===== config.mk =====
export PLATFORM = sky130hd
export DESIGN_NAME = ai_scan_ctrl
export DESIGN_NICKNAME = d
export VERILOG_FILES = /design/src/rtl/ai_scan_pkg.sv /design/src/rtl/ai_scan_seq.sv /design/src/rtl/ai_scan_regs.sv /design/src/rtl/ai_scan_ctrl.sv
export SDC_FILE = /design/constraint.sdc
export NUM_CORES = 1
export LEC_CHECK = 0
export BUFFER_PORTS_ARGS = -buffer_cell sky130_fd_sc_hd__buf_4
export CORE_MARGIN = 4
export CORE_UTILIZATION = 30
export DETAILED_ROUTE_END_ITERATION = 10
export PLACE_DENSITY_LB_ADDON = 0.3
export SLEW_MARGIN = 40
export SYNTH_ARGS = -nofsm -noshare
export SYNTH_HDL_FRONTEND = slang
export SYNTH_SLANG_ARGS = --single-unit

===== constraint.sdc =====
create_clock -name clk_i -period 2.2 [get_ports clk_i]
set_clock_uncertainty 0.15 [all_clocks]
set_input_delay 0.11 -clock clk_i [delete_from_list [all_inputs] [get_ports clk_i]]
set_output_delay 0.11 -clock clk_i [all_outputs]
set_load 0.05 [all_outputs]

===== src/rtl/ai_scan_pkg.sv =====
package ai_scan_pkg;
  localparam int unsigned RES_W = 16;

  localparam logic [3:0] A_RES_LO = 4'h0;
  localparam logic [3:0] A_RES_HI = 4'h1;
  localparam logic [3:0] A_FIRST  = 4'h2;
  localparam logic [3:0] A_LAST   = 4'h3;
  localparam logic [3:0] A_FIFO   = 4'h7;
  localparam logic [3:0] A_CTRL   = 4'h8;
  localparam logic [3:0] A_INT    = 4'h9;
  localparam logic [3:0] A_CFG    = 4'hB;

  typedef enum logic [1:0] {SQ_IDLE, SQ_REQ, SQ_WAIT, SQ_GAP} seq_state_e;

  function automatic int gap_cycles(input logic [1:0] sel, input int step);
    return (4 - int'(sel)) * step;
  endfunction
endpackage


===== src/rtl/ai_scan_seq.sv =====
module ai_scan_seq
  import ai_scan_pkg::*;
#(
  parameter int unsigned CHAN_W      = 5,
  parameter int unsigned STEP_CYCLES = 50
) (
  input  logic              clk_i,
  input  logic              rst_ni,
  input  logic              start_i,
  input  logic              scan_en_i,
  input  logic [CHAN_W-1:0] first_i,
  input  logic [CHAN_W-1:0] last_i,
  input  logic [1:0]        gap_sel_i,
  output logic              conv_req_o,
  output logic [CHAN_W-1:0] conv_chan_o,
  input  logic              conv_done_i,
  input  logic [RES_W-1:0]  conv_data_i,
  output logic              busy_o,
  output logic [CHAN_W-1:0] cur_chan_o,
  output logic [RES_W-1:0]  result_o,
  output logic              scan_done_o
);
  localparam int unsigned GAP_MAX = 4 * STEP_CYCLES;
  localparam int unsigned GAP_W   = $clog2(GAP_MAX + 1);

  seq_state_e        state_q;
  logic [CHAN_W-1:0] cur_q, last_q;
  logic              single_q;
  logic [1:0]        sel_q;
  logic [GAP_W-1:0]  cnt_q;
  logic [RES_W-1:0]  res_q;
  logic              done_q;
  logic              at_end;

  assign at_end = single_q || (cur_q == last_q);

  always_ff @(posedge clk_i or negedge rst_ni) begin
    if (!rst_ni) begin
      state_q  <= SQ_IDLE;
      cur_q    <= '0;
      last_q   <= '0;
      single_q <= 1'b0;
      sel_q    <= '0;
      cnt_q    <= '0;
      res_q    <= '0;
      done_q   <= 1'b0;
    end else begin
      done_q <= 1'b0;
      unique case (state_q)
        SQ_IDLE: if (start_i) begin
          cur_q    <= first_i;
          last_q   <= last_i;
          single_q <= !scan_en_i;
          sel_q    <= gap_sel_i;
          state_q  <= SQ_REQ;
        end
        SQ_REQ: state_q <= SQ_WAIT;
        SQ_WAIT: if (conv_done_i) begin
          res_q <= conv_data_i;
          if (at_end) begin
            state_q <= SQ_IDLE;
            done_q  <= 1'b1;
          end else begin
            cur_q   <= cur_q + 1'b1;  // wraps modulo channel count
            cnt_q   <= GAP_W'(gap_cycles(sel_q, int'(STEP_CYCLES)));
            state_q <= SQ_GAP;
          end
        end
        SQ_GAP: begin
          if (cnt_q == '0) state_q <= SQ_REQ;
          else             cnt_q   <= cnt_q - 1'b1;
        end
        default: state_q <= SQ_IDLE;
      endcase
    end
  end

  assign conv_req_o  = (state_q == SQ_REQ);
  assign conv_chan_o = cur_q;
  assign busy_o      = (state_q != SQ_IDLE);
  assign cur_chan_o  = cur_q;
  assign result_o    = res_q;
  assign scan_done_o = done_q;

  assert_req_pulse_R3: assert property (@(posedge clk_i) disable iff (!rst_ni)
    conv_req_o |=> !conv_req_o);
  assert_step_up_R3: assert property (@(posedge clk_i) disable iff (!rst_ni)
    (state_q == SQ_WAIT && conv_done_i && !at_end) |=> cur_q == CHAN_W'($past(cur_q) + 1'b1));
  assert_gap_hold_R7: assert property (@(posedge clk_i) disable iff (!rst_ni)
    (state_q == SQ_GAP && cnt_q != '0) |=> (state_q == SQ_GAP && !conv_req_o));
  assert_start_ignored_R10: assert property (@(posedge clk_i) disable iff (!rst_ni)
    (start_i && state_q == SQ_WAIT && !conv_done_i) |=> (state_q == SQ_WAIT && $stable(cur_q)));
endmodule


===== src/rtl/ai_scan_regs.sv =====
module ai_scan_regs
  import ai_scan_pkg::*;
#(
  parameter int unsigned CHAN_W = 5
) (
  input  logic              clk_i,
  input  logic              rst_ni,
  input  logic [3:0]        addr_i,
  input  logic              wr_i,
  input  logic              rd_i,
  input  logic [7:0]        wdata_i,
  output logic [7:0]        rdata_o,
  input  logic              busy_i,
  input  logic [CHAN_W-1:0] cur_chan_i,
  input  logic [RES_W-1:0]  result_i,
  input  logic              scan_done_i,
  output logic              start_o,
  output logic              scan_en_o,
  output logic [CHAN_W-1:0] first_o,
  output logic [CHAN_W-1:0] last_o,
  output logic [1:0]        gap_sel_o,
  output logic              irq_o
);
  logic [CHAN_W-1:0] first_q, last_q;
  logic              fifo_en_q, scan_en_q;
  logic [5:0]        cfg_q;
  logic              int_en_q, clk_en_q, clk_sel_q, pend_q;
  logic [7:0]        rdata_q, rd_mux;
  logic              irq_clr;
  logic              unused_wbit;

  assign unused_wbit = wdata_i[6];
  assign irq_clr     = wr_i && (addr_i == A_CTRL) && wdata_i[3];

  always_ff @(posedge clk_i or negedge rst_ni) begin
    if (!rst_ni) begin
      first_q   <= '0;
      last_q    <= '0;
      fifo_en_q <= 1'b0;
      scan_en_q <= 1'b0;
      cfg_q     <= '0;
      int_en_q  <= 1'b0;
      clk_en_q  <= 1'b0;
      clk_sel_q <= 1'b0;
    end else if (wr_i) begin
      unique case (addr_i)
        A_FIRST: first_q <= wdata_i[CHAN_W-1:0];
        A_LAST:  last_q  <= wdata_i[CHAN_W-1:0];
        A_FIFO: begin
          fifo_en_q <= wdata_i[3];
          scan_en_q <= wdata_i[2];
        end
        A_INT: begin
          int_en_q  <= wdata_i[7];
          clk_en_q  <= wdata_i[1];
          clk_sel_q <= wdata_i[0];
        end
        A_CFG:   cfg_q <= wdata_i[5:0];
        default: ;
      endcase
    end
  end

  // set wins over a simultaneous clear
  always_ff @(posedge clk_i or negedge rst_ni) begin
    if (!rst_ni)                      pend_q <= 1'b0;
    else if (scan_done_i && int_en_q) pend_q <= 1'b1;
    else if (irq_clr)                 pend_q <= 1'b0;
  end

  always_comb begin
    unique case (addr_i)
      A_RES_LO: rd_mux = result_i[7:0];
      A_RES_HI: rd_mux = result_i[15:8];
      A_FIRST:  rd_mux = 8'(first_q);
      A_LAST:   rd_mux = 8'(last_q);
      A_FIFO:   rd_mux = {1'b1, 3'b000, fifo_en_q, scan_en_q, 2'b00};
      A_CTRL:   rd_mux = {busy_i, 2'b11, 5'(cur_chan_i)};
      A_INT:    rd_mux = {int_en_q, 5'b00000, clk_en_q, clk_sel_q};
      A_CFG:    rd_mux = {busy_i, 1'b0, cfg_q};
      default:  rd_mux = 8'h00;
    endcase
  end

  always_ff @(posedge clk_i or negedge rst_ni) begin
    if (!rst_ni)   rdata_q <= '0;
    else if (rd_i) rdata_q <= rd_mux;
  end

  assign rdata_o   = rdata_q;
  assign start_o   = wr_i && (addr_i == A_RES_LO);
  assign scan_en_o = scan_en_q;
  assign first_o   = first_q;
  assign last_o    = last_q;
  assign gap_sel_o = cfg_q[5:4];
  assign irq_o     = pend_q;

  assert_bound_pad_R2: assert property (@(posedge clk_i) disable iff (!rst_ni)
    (rd_i && (addr_i == A_FIRST || addr_i == A_LAST)) |=> rdata_o[7:5] == 3'b000);
  assert_irq_hold_R9: assert property (@(posedge clk_i) disable iff (!rst_ni)
    (irq_o && !irq_clr) |=> irq_o);
  assert_irq_gated_R9: assert property (@(posedge clk_i) disable iff (!rst_ni)
    (!irq_o && !(scan_done_i && int_en_q)) |=> !irq_o);
endmodule


===== src/rtl/ai_scan_ctrl.sv =====
module ai_scan_ctrl
  import ai_scan_pkg::*;
#(
  parameter int unsigned CHAN_W      = 5,
  parameter int unsigned STEP_CYCLES = 50
) (
  input  logic              clk_i,
  input  logic              rst_ni,
  input  logic [3:0]        addr_i,
  input  logic              wr_i,
  input  logic              rd_i,
  input  logic [7:0]        wdata_i,
  output logic [7:0]        rdata_o,
  output logic              conv_req_o,
  output logic [CHAN_W-1:0] conv_chan_o,
  input  logic              conv_done_i,
  input  logic [15:0]       conv_data_i,
  output logic              irq_o
);
  logic              start, scan_en, busy, scan_done;
  logic [CHAN_W-1:0] first_chan, last_chan, cur_chan;
  logic [1:0]        gap_sel;
  logic [RES_W-1:0]  result;

  ai_scan_regs #(.CHAN_W(CHAN_W)) u_regs (
    .clk_i       (clk_i),
    .rst_ni      (rst_ni),
    .addr_i      (addr_i),
    .wr_i        (wr_i),
    .rd_i        (rd_i),
    .wdata_i     (wdata_i),
    .rdata_o     (rdata_o),
    .busy_i      (busy),
    .cur_chan_i  (cur_chan),
    .result_i    (result),
    .scan_done_i (scan_done),
    .start_o     (start),
    .scan_en_o   (scan_en),
    .first_o     (first_chan),
    .last_o      (last_chan),
    .gap_sel_o   (gap_sel),
    .irq_o       (irq_o)
  );

  ai_scan_seq #(.CHAN_W(CHAN_W), .STEP_CYCLES(STEP_CYCLES)) u_seq (
    .clk_i       (clk_i),
    .rst_ni      (rst_ni),
    .start_i     (start),
    .scan_en_i   (scan_en),
    .first_i     (first_chan),
    .last_i      (last_chan),
    .gap_sel_i   (gap_sel),
    .conv_req_o  (conv_req_o),
    .conv_chan_o (conv_chan_o),
    .conv_done_i (conv_done_i),
    .conv_data_i (conv_data_i),
    .busy_o      (busy),
    .cur_chan_o  (cur_chan),
    .result_o    (result),
    .scan_done_o (scan_done)
  );

  assert_req_while_busy_R6: assert property (@(posedge clk_i) disable iff (!rst_ni)
    conv_req_o |-> busy);
  assert_done_ends_busy_R6: assert property (@(posedge clk_i) disable iff (!rst_ni)
    scan_done |-> !busy);
endmodule


== After elaboration in Yosys (flattened, before gate mapping) ==
Index checks and enable logic that the tools add are counted.

* Input bits: 33
* Word-level logic and storage cells: 80
* Flip-flop bits (word level): 70

* Eq/ne operators: 16
* Reductions and logical operators: 23
* Multiplexer cells: 19
* Add/sub/neg operators: 3
* Multiply operators: 1

{| class="wikitable"
|+ Operators by type and width
! operator !! number
|-
| case mux 8 bit (8 select lines) || 1
|-
| multiplier 32 x 6 -> 7 bit, second input constant || 1
|-
| two-way mux 8 bit || 3
|-
| case mux 8 bit (2 select lines) || 1
|-
| two-way mux 5 bit || 3
|-
| AND reduction 2 bit || 7
|-
| equality test 4 bit, second input constant || 3
|-
| case mux 5 bit (2 select lines) || 1
|-
| equality test 4 x 2 -> 1 bit, second input constant || 2
|-
| logical NOT 8 bit || 1
|-
| two-way mux 2 bit || 4
|-
| inequality test 2 bit, second input constant || 4
|-
| case mux 2 bit (4 select lines) || 1
|-
| AND reduction 4 bit || 2
|-
| nonzero test 2 bit || 4
|-
| subtractor 8 x 1 -> 8 bit, second input constant || 1
|-
| adder 5 x 1 -> 5 bit, second input constant || 1
|-
| equality test 5 bit || 1
|-
| two-way mux 1 bit || 5
|-
| equality test 2 bit, second input constant || 2
|-
| equality test 4 x 1 -> 1 bit, second input constant || 1
|-
| equality test 4 x 3 -> 1 bit, second input constant || 1
|-
| logical AND 1 bit || 4
|-
| logical NOT 4 bit || 1
|-
| other kinds (7) || 7
|}

== Depth between registers and ports, before layout ==
Gate-level depths: netlist (run 1).

* Depth in word-level cells: 5
* Gate-level depth with buffers: 8

== By module ==
From an unflattened synthesis (run 1), not the netlist that was laid out.

* Cell total of the unflattened synthesis: 364
* Area, all modules: 3983.8 sq um

{| class="wikitable"
|+ By module, submodules not included
! module !! times used !! cells an instance !! area each (sq um)
|-
| ai_scan_seq || 1 || 203 || 2202.1
|-
| ai_scan_regs || 1 || 161 || 1781.7
|}

== Worst setup path after synthesis (run 1) ==
Ideal clock, no wire load.

* Kind: flip-flop to flip-flop
* Start point: register u_seq.cur_q[0], in the netlist u_seq.conv_chan_o[0]
* End point: register u_seq.cur_q[0], in the netlist u_seq.conv_chan_o[0]
* Arrival: 1.703 ns
* Data required time: 1.929 ns
* Stages on the path, launching flop included: 7
* Path slack: 0.225 ns
* Buffers on the path: 1
* Path through: dfrtp_1 > xor2_1 > nor3_1 > a21oi_2 > buf_4 > o21a_1 > o22a_1

* Word-level cells in the longest chain between the ends: 4
* Elaborated cells on any way between the ends: 8
* Those cells by class: add/sub (1); eq/ne (2); mux (3); reduce/logical (2)

{| class="wikitable"
|+ Ends and longest elaborated chain
! element !! line !! text
|-
| from (decl) || ai_scan_seq.sv:27 || <nowiki>logic [CHAN_W-1:0] cur_q, last_q;</nowiki>
|-
| from (signal assigned) || ai_scan_seq.sv:51 || <nowiki>cur_q <= first_i;</nowiki>
|-
| from (signal assigned) || ai_scan_seq.sv:64 || <nowiki>cur_q <= cur_q + 1'b1;</nowiki>
|-
| adder 5 x 1 -> 5 bit or equality test 5 bit (tied branches) || ai_scan_seq.sv:64, ai_scan_seq.sv:35 ||
|-
| two-way mux 5 bit or logical OR 1 bit (tied branches) || ai_scan_seq.sv:60, ai_scan_seq.sv:35 ||
|-
| two-way mux 5 bit or inequality test 2 bit (tied branches) || n/a ||
|-
| case mux 5 bit (2 select lines) or AND reduction 4 bit (tied branches) || n/a ||
|}

Several ways; a longest one is shown, not always the timed one. The select of a mux whose other input is x is not followed.
A chain may end at the register's enable or synchronous reset.

== Worst setup path after layout (run 1) ==
* Start point: register u_seq.state_q[0]
* End point: register u_seq.cur_q[4], in the netlist u_seq.conv_chan_o[4]

* Word-level cells in the longest chain between the ends: 3
* Elaborated cells on any way between the ends: 8
* Those cells by class: eq/ne (4); mux (1); reduce/logical (3)

{| class="wikitable"
|+ Ends and longest elaborated chain
! element !! line !! text
|-
| from (decl) || ai_scan_seq.sv:26 || <nowiki>seq_state_e state_q;</nowiki>
|-
| from (signal assigned) || ai_scan_seq.sv:39 || <nowiki>state_q <= SQ_IDLE;</nowiki>
|-
| from (signal assigned) || ai_scan_seq.sv:55 || <nowiki>state_q <= SQ_REQ;</nowiki>
|-
| from (signal assigned) || ai_scan_seq.sv:57 || <nowiki>SQ_REQ: state_q <= SQ_WAIT;</nowiki>
|-
| equality test 2 bit or logical NOT 2 bit (tied branches) || ai_scan_seq.sv:49 || <nowiki>unique case (state_q)</nowiki>
|-
| inequality test 2 bit (no line) or nonzero test 2 bit (tied branches) || n/a ||
|-
| AND reduction 4 bit (no line) || n/a ||
|}

Several ways; a longest one is shown, not always the timed one.

==> results of run 1 <==
-- worst max-delay path, cell delays in order (launching register included) --
cell and delay [ps]:
dfrtp_1 370, inv_1 80, ha_1 270, inv_1 280, nand2_1 190, a21oi_4 280, o32ai_1 130, nor3_1 190
-- flip-flops by register name, indices dropped and copies added (netlist names), 5 cells and up --
name,flops
u_seq.cnt_q,8
u_regs.last_o,5
u_regs.first_o,5
u_regs.rdata_o,8
u_seq.conv_chan_o,5
u_seq.result_o,16
u_regs.cfg_q,6
u_seq.last_q,5
-- synth_stat cells, types with 2 or more instances --
library cell and number:
buf_2 10, o22a_1 2, ha_1 10, nand3b_1 2, nor3_1 6, a41o_1 2
a22oi_1 3, and3_1 3, a21o_1 3, nand3_1 13, a21oi_2 3, o21ai_0 10
a211oi_1 3, o32ai_1 2, clkbuf_1 3, o21a_1 2, mux2_2 47, xor2_1 6
nand4_1 3, a21oi_1 11, nor2_1 17, a21boi_0 2, o21ai_1 3, inv_1 20
dfrtp_1 70, mux2i_1 7, mux2_1 2, o22ai_1 6, a31oi_1 4, a22o_1 3
nand2b_1 3, nor2_2 2, o211ai_1 2, nand2_1 22, o41ai_1 2, nor2b_1 2
buf_6 2, o31ai_1 2, a32o_1 2, o2bb2ai_1 2
-- routing by layer --
metal	vias up	part of all wire (%)	GRT usage (%)
met4	0	1.1	3.05
li1	1403	-	-
met1	1466	46	17.9
met5	-	0	0
met2	50	50	21.8
met3	8	3.7	3.18
-- worst max-delay path by stage --
stage / from / endpoint / cells past startpoint
global placement: u_seq.state_q[0] / u_seq.cnt_q[0] / 6
global route: u_seq.state_q[0] / u_seq.conv_chan_o[4] / 7
CTS: u_seq.state_q[0] / u_seq.conv_chan_o[4] / 7
floorplan: u_seq.conv_chan_o[0] / u_seq.conv_chan_o[0] / 6
finish: u_seq.state_q[0] / u_seq.conv_chan_o[4] / 7
detailed placement: u_seq.state_q[0] / u_seq.cnt_q[0] / 6
-- kinds of logic after synthesis --
family                   after synthesis  synth area share [%]
multiplexers                          57                  17.0
flip-flops                            70                  46.1
AND/OR/NAND/NOR                       84                  12.1
XOR/XNOR                               7                  1.61
AO/OA/AOI/OAI                         78                  15.2
adder cells (fa/ha/maj)               10                  3.29
buffers and inverters                 37                  4.74
-- cell type report --
cell class	count	area [um^2]	share of cell area [%]
Inverter	20	75.1	1.53
Timing Repair Buffer	80	667	13.6
Tap cell	168	210	4.27
Clock buffer	9	225	4.58
Multi-Input combinational cell	236	1890	38.3
Clock inverter	7	103	2.09
Sequential cell	70	1750	35.6
-- stage by stage --
step | setup slack (ps) | instance area [um^2] | instances | util (%) | power (mW)
final | 156 | 4920 | 590 | 40.3 | 6.08
after global routing | 11.8 | 4920 | 590 | 40.3 | 6.49
after CTS | 96.8 | 4900 | 590 | 40.1 | 6.12
after detailed placement | 109 | 4320 | 549 | 35.4 | 4.46
after global placement | 170 | 4320 | 549 | 35.4 | 4.38
after floorplan | 225 | 3800 | 343 | - | 3.79
-- timing repair --
| action | CTS | global route |
|---|---|---|
| gates resized for setup | 0 | 2 |
| setup endpoints to repair | 0 | 5 |
| hold buffers | 25 | 0 |
| hold endpoints to repair | 115 | 0 |
-- power by group through the flow --
stage                     sequential, mW  combinational (mW)  clock [mW]
after floorplan                     2.22                1.57           0
after global placement              2.06                2.32           0
after detailed placement            2.08                2.38           0
after CTS                           2.06                2.42        1.64
after global routing                2.11                2.68        1.70
final                               2.05                2.43        1.60
==> results.md, run 1 <==
- The clock period minus final worst setup slack is 2040 ps.
- The critical path is of the reg -> reg type.
- Across every metal layer, demand over resource in global routing totals 13.3%.
- The most frequent standard cell in the layout excluding fill and tap cells is dfrtp_1.
- The total number of yosys warnings is 0.
- In this run the post-CTS setup repair buffer count came out at 0.
- The die is 121 um tall.
- The routed wirelength normalized by instance count is 15.8 um.
- In this run the critical register-to-register path is launched from u_seq.state_q[0].
- The detail route stage leaves a number of antenna-violating nets equal to 0.
- After technology mapping, the gate count stands at ~340.
- The portion of total power attributed to the clock network is between 20% and 30%.
- Wires add up to 9350 um.
- The source-to-sink clock delay at the later pin of the worst-skew pair is 330 ps.
- The final weighted congestion in routability-driven placement is 0.790.
- The TritonCTS sink count is 70.
- The share of flip-flops with an asynchronous set or reset is 100%.
- Of the cells placed in the final design, the portion with a size suffix greater than 1 is 31.8%.
- The number of setup violations in the final report is 0.
- The worst slack on hold paths is just over 70 ps.
- Cell internal power was estimated by the tool at ~3.8 mW.
- After synthesis, the netlist uses 64 different library cells.
- The largest net degree at the start of global routing is 71.
- The final number of hold-violating endpoints was 0.
- The leakage dissipation is 2.16 nW.
- The first-pass iteration count of the detailed router is 4.
- The net count after synthesis is approximately 390.
- The number of global-route vias before repair was 3004.
- During placement, the flow inserted port buffers numbering 46.
- The cell chosen for the clock root is clkbuf_16.
- The worst hold path begins at conv_done_i.
- For this configuration, the core starts out at a cell density of a little under a third.
- In this run the horizontal extent of the chip is 121 um.
- The number of cells on the worst hold path is 4.
- In this run, CTS created clock tree buffers numbering 9.
- The filler cells instantiated in the layout total roughly 1200.
- The number of primary I/O pins is 48.
- The number of vias in the routed layout is 2927.
- The most used flip-flop cell after synthesis is dfrtp_1.
- The final worst-path cycle share is 92.9%.
- The share of the synthesized area in the top cell type is a little under half.
- The hold-critical path endpoint is u_seq.state_q[1].
- After synthesis, the mean cell area works out to 11.1 um^2.
- The number of H-tree levels is 3.
- Sequential cells burn 33.8% of the power.
- The net count of the finished layout is 460.
- The synthesized design contains 0 enable-type register cells.
- The cell area that synthesis handed to floorplanning was approximately 3800 um^2.
- Of all nets on the critical path, the largest fanout is 8.
- In the final timing run, aggregate negative setup slack is 0 ps.
- Summed over all layers, the global routing overflow is 0.
- The flow ran to the end, and the final reports show no timing, DRC or antenna violations.
- At the pin with the least slew margin, the transition time is 679 ps.
- In this run the critical register-to-register path is captured at u_seq.conv_chan_o[4].
- The ratio of routed vias to standard cells is 4.96.
- The total net switching power is roughly 2.3 mW.
- The core region is 12200 um^2.
- The clock input transition at the sequential cells of the worst setup and hold paths is 60 ps.
- The net switching share of the total power is 37.4%.
- The kind of start point of the critical path is a register.
- The endpoint arrival time on the critical path is 2140 ps.
- The number of synthesized register bits is 70.
- Of the total power, combinational logic draws 39.9%.
- In this run the register-to-register setup slack is 160 ps.
- The final-report max-slew violation count is 0.
- For the worst setup path, the data required time is 2290 ps.
- In this run the power density over the cells is 1240 nW/um^2.
- The first-pass GRT wire length is approximately 15000 um.
- After detailed routing, the number of remaining DRC violations is 0.
- The longest clock path from root to sink contains 2 buffers.
- The tightest min-delay check is of the in -> reg type.
- The iteration-0 DRC count of the detailed router is approximately 180.
- The highest ir drop seen on vdd is 407 uV.
- The area of the die is about 15000 um^2.
- The sort of element at the end of the critical path is a register.
- TritonCTS built the clock tree.
- Across the run, the number of max-cap violations was 0.
- In this run the core area contains 40 standard-cell rows.
- The number of antenna violations at the first check in global routing was 0.
- By area the synthesized netlist is led by dfrtp_1, mux2_2, ha_1, nand2_1, inv_1.
- Compared with the post-synthesis result, the final layout area differs by 29.4%.
- The library cells used most frequently in the layout, excluding fill and tap cells, are dfrtp_1, buf_4, mux2_2, dlygate4sd3_1, nand2_1.
- The headroom to the max-slew limit is 54.7%.
- The cell accounting for the most synthesized area is dfrtp_1.
- The HPWL after detailed placement is 6700 um.
- Derived from the worst setup path, the maximum achievable clock frequency is between 400 and 500 MHz.
- The sequential-to-total area share from yosys stat is 46.1%.
- The repair_antennas step left the layout with diodes totalling 0.
- Setup repair after global routing left no endpoint under its margin.
- For the worst flop-to-flop path, the logic depth is 7.
Power figures use the tool's default switching activity.
==> run 2, diff against run 1 <==
==> constraint.sdc (replaced) <==
create_clock -name clk_i -period 2.2 [get_ports clk_i]
set_clock_uncertainty 0.15 [all_clocks]
set_input_delay 0.44 -clock clk_i [delete_from_list [all_inputs] [get_ports clk_i]]
set_output_delay 0.44 -clock clk_i [all_outputs]
set_load 0.05 [all_outputs]
==> results.md, run 2 (synthesis results as in run 1) <==
- The flow ran to the end, and the final reports show no timing, DRC or antenna violations.
- The worst setup path is captured at a register.
- The total wire length is 9070 um.
- The TritonCTS buffer count is 9.
- Power spread over the standard cell area amounts to about 1300 nW/um^2.
- The layout net count is 443.
- STA puts the critical path data required time at 2290 ps.
- The ratio of routed vias to standard cells is ~5.
- The setup TNS is 0 ps.
- The number of flip-flops in the largest register is 16.
- The half-perimeter wire length after detailed placement is 6850 um.
- At the worst endpoint, the arrival time is roughly 2100 ps.
- The area of the die is 14500 um^2.
- The number of remaining DRC errors is 0.
- Cells fill 38.5% of the core in the end.
- The count of input and output buffers is 46.
- Measured along the y axis, the die boundary spans 121 um.
- The number of primary I/O pins is 48.
- STA classifies the critical path startpoint as a register.
- The largest net degree at the start of global routing is 39.
- The first-pass iteration count of the detailed router is 4.
- The floorplan has 40 rows.
- Relative to the synthesized area, the layout overhead comes to 23.8%.
- The number of setup violations in the final report is 0.
- The library cell used most frequently in the layout, excluding fill and tap cells, is dfrtp_1.
- The clock period minus final worst setup slack is 1970 ps.
- The final worst-path cycle share is 89.6%.
- Setup repair after global routing left no endpoint under its margin.
- Clock latency on the worst-skew pair, taken at its later pin, is 330 ps.
- The first routing iteration left 252 violations.
- Summing all placed instances gives a cell area of between 4000 and 5000 um^2.
- The cell sitting at the root of the clock tree is a clkbuf_16.
- The overall routing resource usage is between 10% and 20%.
- The highest ir drop seen on vdd is 473 uV.
- The headroom to the max-slew limit is 70.2%.
- Clock-pin slew was measured on the worst setup and hold paths at roughly 60 ps.
- Max-cap violations in this run came to 0.
- The setup path with the least slack is of type reg -> reg.
- The routed wirelength normalized by instance count is 15.8 um.
- The total power is between 5 and 6 mW.
- The leftover overflow at the end of global routing is 0.
- The number of global-route vias before repair is 2927.
- The post-route standard cell area excluding fillers is 4700 um^2.
- The final weighted congestion in routability-driven placement is 0.813.
- In this run the standard cell core region covers 12200 um^2.
- The final number of hold-violating endpoints came to 0.
- In the layout the commonest cells are dfrtp_1, buf_4, mux2_2, nand2_1, inv_1.
- The achievable frequency is 507 MHz.
- The repair_antennas step left the layout with diodes totalling 0.
- The post-CTS setup-driven buffer insertion count is 0.
- The class of the tightest hold or removal check is in -> reg.
- The fraction of layout cells with a size suffix above 1 is a little over a third.
- The final-report max-slew violation count came to 0.
- The CTS tree is done.
- The number of H-tree levels is 3.
- The number of antenna violations at the first check in global routing is 0.
- The number of vias in the routed layout is 2864.
- For the pin with the worst max-slew slack, the measured transition is 443 ps.
- The leakage dissipation is 2.08 nW.
- The post-detailed-route count of antenna-violating nets is 0.
- The TritonCTS sink count is 70.
- Counting along the longest clock path gives a buffer depth of 2.
- The die is approximately 120 um wide.
- The initial utilization of the core area, before any placement, comes to 31.1%.
- The first global-routing pass estimated about 15000 um of wire.
- Of all nets on the critical path, the largest fanout is 13.
-- run 2: report_power, final --
group          internal [mW]  switching [mW]  leakage (nW)
Combinational           1.09            1.37          1.06
Clock                  0.880           0.559         0.146
Sequential              1.72           0.315         0.874
-- run 2: critical path: stages (launching register included) --
cell        delay (ps)
dfrtp_1            370
inv_1               90
ha_1               210
buf_4              190
clkinvlp_4         140
nand2_1            130
a21oi_4            270
o32ai_1            130
nor3_1             200
-- run 2: final timing paths --
| path | from | end | slack [ps] | cells after the start |
|---|---|---|---|---|
| max in group asynchronous | rst_ni | u_regs.scan_en_o | 900 | 3 |
| max | u_seq.state_q[0] | u_seq.conv_chan_o[4] | 230 | 8 |
| min in group asynchronous | rst_ni | u_seq.cnt_q[0] | 440 | 2 |
| min reg2reg | u_seq.scan_done_o | u_regs.irq_o | 340 | 1 |
| min | conv_data_i[11] | u_seq.result_o[11] | 180 | 2 |
| max reg2reg | u_seq.state_q[0] | u_seq.conv_chan_o[4] | 230 | 8 |
-- run 2: area by class of cell --
cell class                 count  area (um^2)
fill                        1226         7510
multi-input combinational    236         1880
sequential                    70         1750
timing repair buffer          63          488
clock buffer                   9          225
tap                          168          210
inverter                      20         78.8
clock inverter                 7         73.8
-- run 2: stage by stage --
stage	hold WS, ps	cells	worst slack (ps)
detailed placement	274	556	117
global placement	265	556	177
floorplan	-5.59	343	225
global route	181	573	88.8
CTS	179	573	82.1
finish	184	573	229
-- run 2: what timing repair did --
item	CTS	global route
resized for setup	0	2
endpoints found under the setup margin	0	2
hold buffers	1	0
endpoints found under the hold margin	32	0
-- run 2: metal layers --
| metal | wire length (um) | GRT usage, % | vias up |
|---|---|---|---|
| met4 | 114 | 3.68 | 0 |
| met5 | 0 | 0 | - |
| met3 | 291 | 2.99 | 11 |
| met2 | 4320 | 20.6 | 49 |
| li1 | - | - | 1372 |
| met1 | 4350 | 18.5 | 1432 |
==> run 3, diff against run 2 <==
--- a/config.mk
+++ b/config.mk
@@ -6,6 +6,8 @@
 export NUM_CORES = 1
 export LEC_CHECK = 0
 export BUFFER_PORTS_ARGS = -buffer_cell sky130_fd_sc_hd__buf_4
+export CELL_PAD_IN_SITES_DETAIL_PLACEMENT = 0
+export CELL_PAD_IN_SITES_GLOBAL_PLACEMENT = 1
 export CORE_MARGIN = 4
 export CORE_UTILIZATION = 30
 export DETAILED_ROUTE_END_ITERATION = 10
==> results.md, run 3 (synthesis results as in run 1) <==
- The run finished with clean final reports.
- The routed wirelength normalized by instance count is 16.1 um.
- The count of input and output buffers is 46.
- The clock input transition at the sequential cells of the worst setup and hold paths is ~60 ps.
- After routing the design area is around 4700 um^2.
- Setup repair after global routing left no endpoint under its margin.
- The first-pass GRT wire length is approximately 15000 um.
- The clock period minus final worst setup slack is 2010 ps.
- The path with the worst hold slack has its endpoint at u_seq.result_o[2].
- The cell count of the worst reg-to-reg path is 6.
- The share of the core filled with cells in the final layout is 38.7%.
- The overall routing resource usage is between 10% and 20%.
- In this run the critical register-to-register path is captured at u_seq.state_q[0].
- The later pin in the worst-skew pair is clocked with a latency of 330 ps.
- The die is 121 um tall.
- The iteration-0 DRC count of the detailed router is 174.
- The final route contains 2864 vias.
- The worst flop-to-flop path startpoint is u_seq.cnt_q[1].
- Counting along the longest clock path gives a buffer depth of 2.
- The total power is 6.00 mW.
- On the final layout, the worst hold slack is between 150 and 200 ps.
- Measured against its own limit, the worst slew margin works out to slightly above 70%.
- TritonCTS built the clock tree.
- The largest fanout on the critical path is 8.
- The library cells used most frequently in the layout, excluding fill and tap cells, are dfrtp_1, buf_4, mux2_2, nand2_1, inv_1.
- The area growth from synthesis to layout is 24.4%.
- The TritonCTS buffer count is 9.
- During I/O placement, the number of pins put on the boundary was 48.
- For this run the aggregate overflow at the end of global routing stands at 0.
- The total met2 wirelength after detailed routing is 4520 um.
- The final cell count without fillers is 576.
- Once detailed placement completed, the half-perimeter wirelength came to ~7000 um.
- The power per cell area is roughly 1300 nW/um^2.
- Walking the worst path, the cells encountered are inv_1, ha_1, and4bb_1, o221ai_4, a211oi_1, a21oi_1.
- The number of cells on the worst hold path is 2.
- Buffers added to address setup during post-CTS repair amount to 0.
- The kind of start point of the critical path is a register.
- The worst path meets setup with 195 ps of slack.
- The min-delay analysis places its worst path in the category in -> reg.
- In this run the number of H-tree levels came out at 3.
- The number of core rows is 40.
- The post-detailed-route count of antenna-violating nets is 0.
- Summed over all layers, the routed wires come to 9260 um.
- The top layer used by detailed routing is met4.
- The routed metal-1 wirelength is between 4000 and 5000 um.
- The layout net count is 446.
- The number of antenna violations at the first check in global routing is 0.
- The leakage dissipation is about 2.1 nW.
- In this design, the stage delay of the slowest critical-path cell is 460 ps.
- Data on the critical path is required at its endpoint by roughly 2300 ps.
- The effective utilization at floorplan is 31.1%.
- In the final timing run, aggregate negative setup slack is 0 ps.
- The number of setup violations in the final report is 0.
- The final number of hold-violating endpoints is 0.
- The first detailed-routing pass took 4 iterations.
- The largest net degree at the start of global routing is 25.
- The fraction of layout cells with a size suffix above 1 is 35.3%.
- The final-report max-slew violation count is 0.
- Including well taps, the total number of placed cells is 559.
- The cell chosen for the clock root is clkbuf_16.
- After detailed routing, the number of remaining DRC violations is 0.
- The final worst-path cycle share is 91.1%.
- The category of the most critical setup path is reg -> reg.
- For flop-to-flop paths, the worst setup slack is just under 200 ps.
- Dividing the detail-routed via count by the number of cells gives 4.97.
- At the end of routability-driven placement, the weighted congestion stood at 0.768.
- The highest ir drop seen on vdd is 469 uV.
- The overall die width is 121 um.
- The TritonCTS sink count is 70.
- The total length of routed met3 wires is 398 um.
- The cell with the largest stage delay on the worst path is and4bb_1.
- The number of global-route vias before repair is 2936.
- Derived from the worst setup path, the maximum achievable clock frequency is roughly 500 MHz.
- The number of antenna diodes in the final layout is 0.
- The core box area is 12200 um^2.
- The worst-case setup slack after placement is 194 ps.
- The startpoint identified for the worst hold timing path is conv_data_i[2].
- At the pin with the least slew margin, the transition time is 432 ps.
- The max-cap violation count is 0.
- Leaving out fill and tap cells, the most frequent cell in the layout is dfrtp_1.
- The sort of element at the end of the critical path is a register.
- The area of placed instances is roughly 4400 um^2.
- The floorplan step defined a die boundary enclosing 14500 um^2.
- For the worst setup path, the data arrival time is 2070 ps.
- The register with the most flip-flops in the layout has 16 of them.
## run 3: cell types whose count changed in the layout (fill, tap and decap cells not counted)
cell and delta:
inv_1 +1, clkinv_2 -1, clkinv_4 -2, inv_6 +3, clkinvlp_4 -1, buf_4 +3
## run 3: per-layer routing
layer	vias to the layer above	track usage (%)
met5	-	0
met2	60	21.8
met3	9	3.13
met1	1417	17.7
met4	0	4.04
li1	1378	-
## run 3: how the worst max path moves through the flow
| stage | depth (start not counted) | from | end |
|---|---|---|---|
| CTS | 8 | u_seq.state_q[0] | u_seq.conv_chan_o[4] |
| detailed placement | 8 | u_seq.state_q[0] | u_seq.conv_chan_o[4] |
| global route | 6 | u_seq.cnt_q[1] | u_seq.state_q[0] |
| finish | 6 | u_seq.cnt_q[1] | u_seq.state_q[0] |
| global placement | 8 | u_seq.state_q[0] | u_seq.conv_chan_o[4] |
| floorplan | 6 | u_seq.conv_chan_o[0] | u_seq.conv_chan_o[0] |
## run 3: area by class of cell
cell class                      count  area (um^2)
Tap cell                          168          210
Clock buffer                        9          225
Sequential cell                    70         1750
Inverter                           20         75.1
Timing Repair Buffer               66          510
Clock inverter                      7         77.6
Fill cell                        1253         7480
Multi-Input combinational cell    236         1880
## run 3: report_power, final
group	switching (mW)	internal [mW]
clock	0.602	0.892
sequential	0.299	1.72
combinational	1.39	1.10
total	2.29	3.71
## run 3: repair_timing
action / 4_1_cts / 5_1_grt
hold endpoints to repair: 13 / 0
setup endpoints to repair: 0 / 1
resized for setup: 0 / 1
hold buffers: 1 / 0
## run 3: critical path: cells and delay by family (launching register included)
| family | cells | cell delay [ps] |
|---|---|---|
| DFF | 1 | 390 |
| and+or+nand+nor | 1 | 460 |
| AOI/OAI and AO/OA | 3 | 530 |
| adders and majority gates | 1 | 210 |
| buffers and inverters | 1 | 140 |
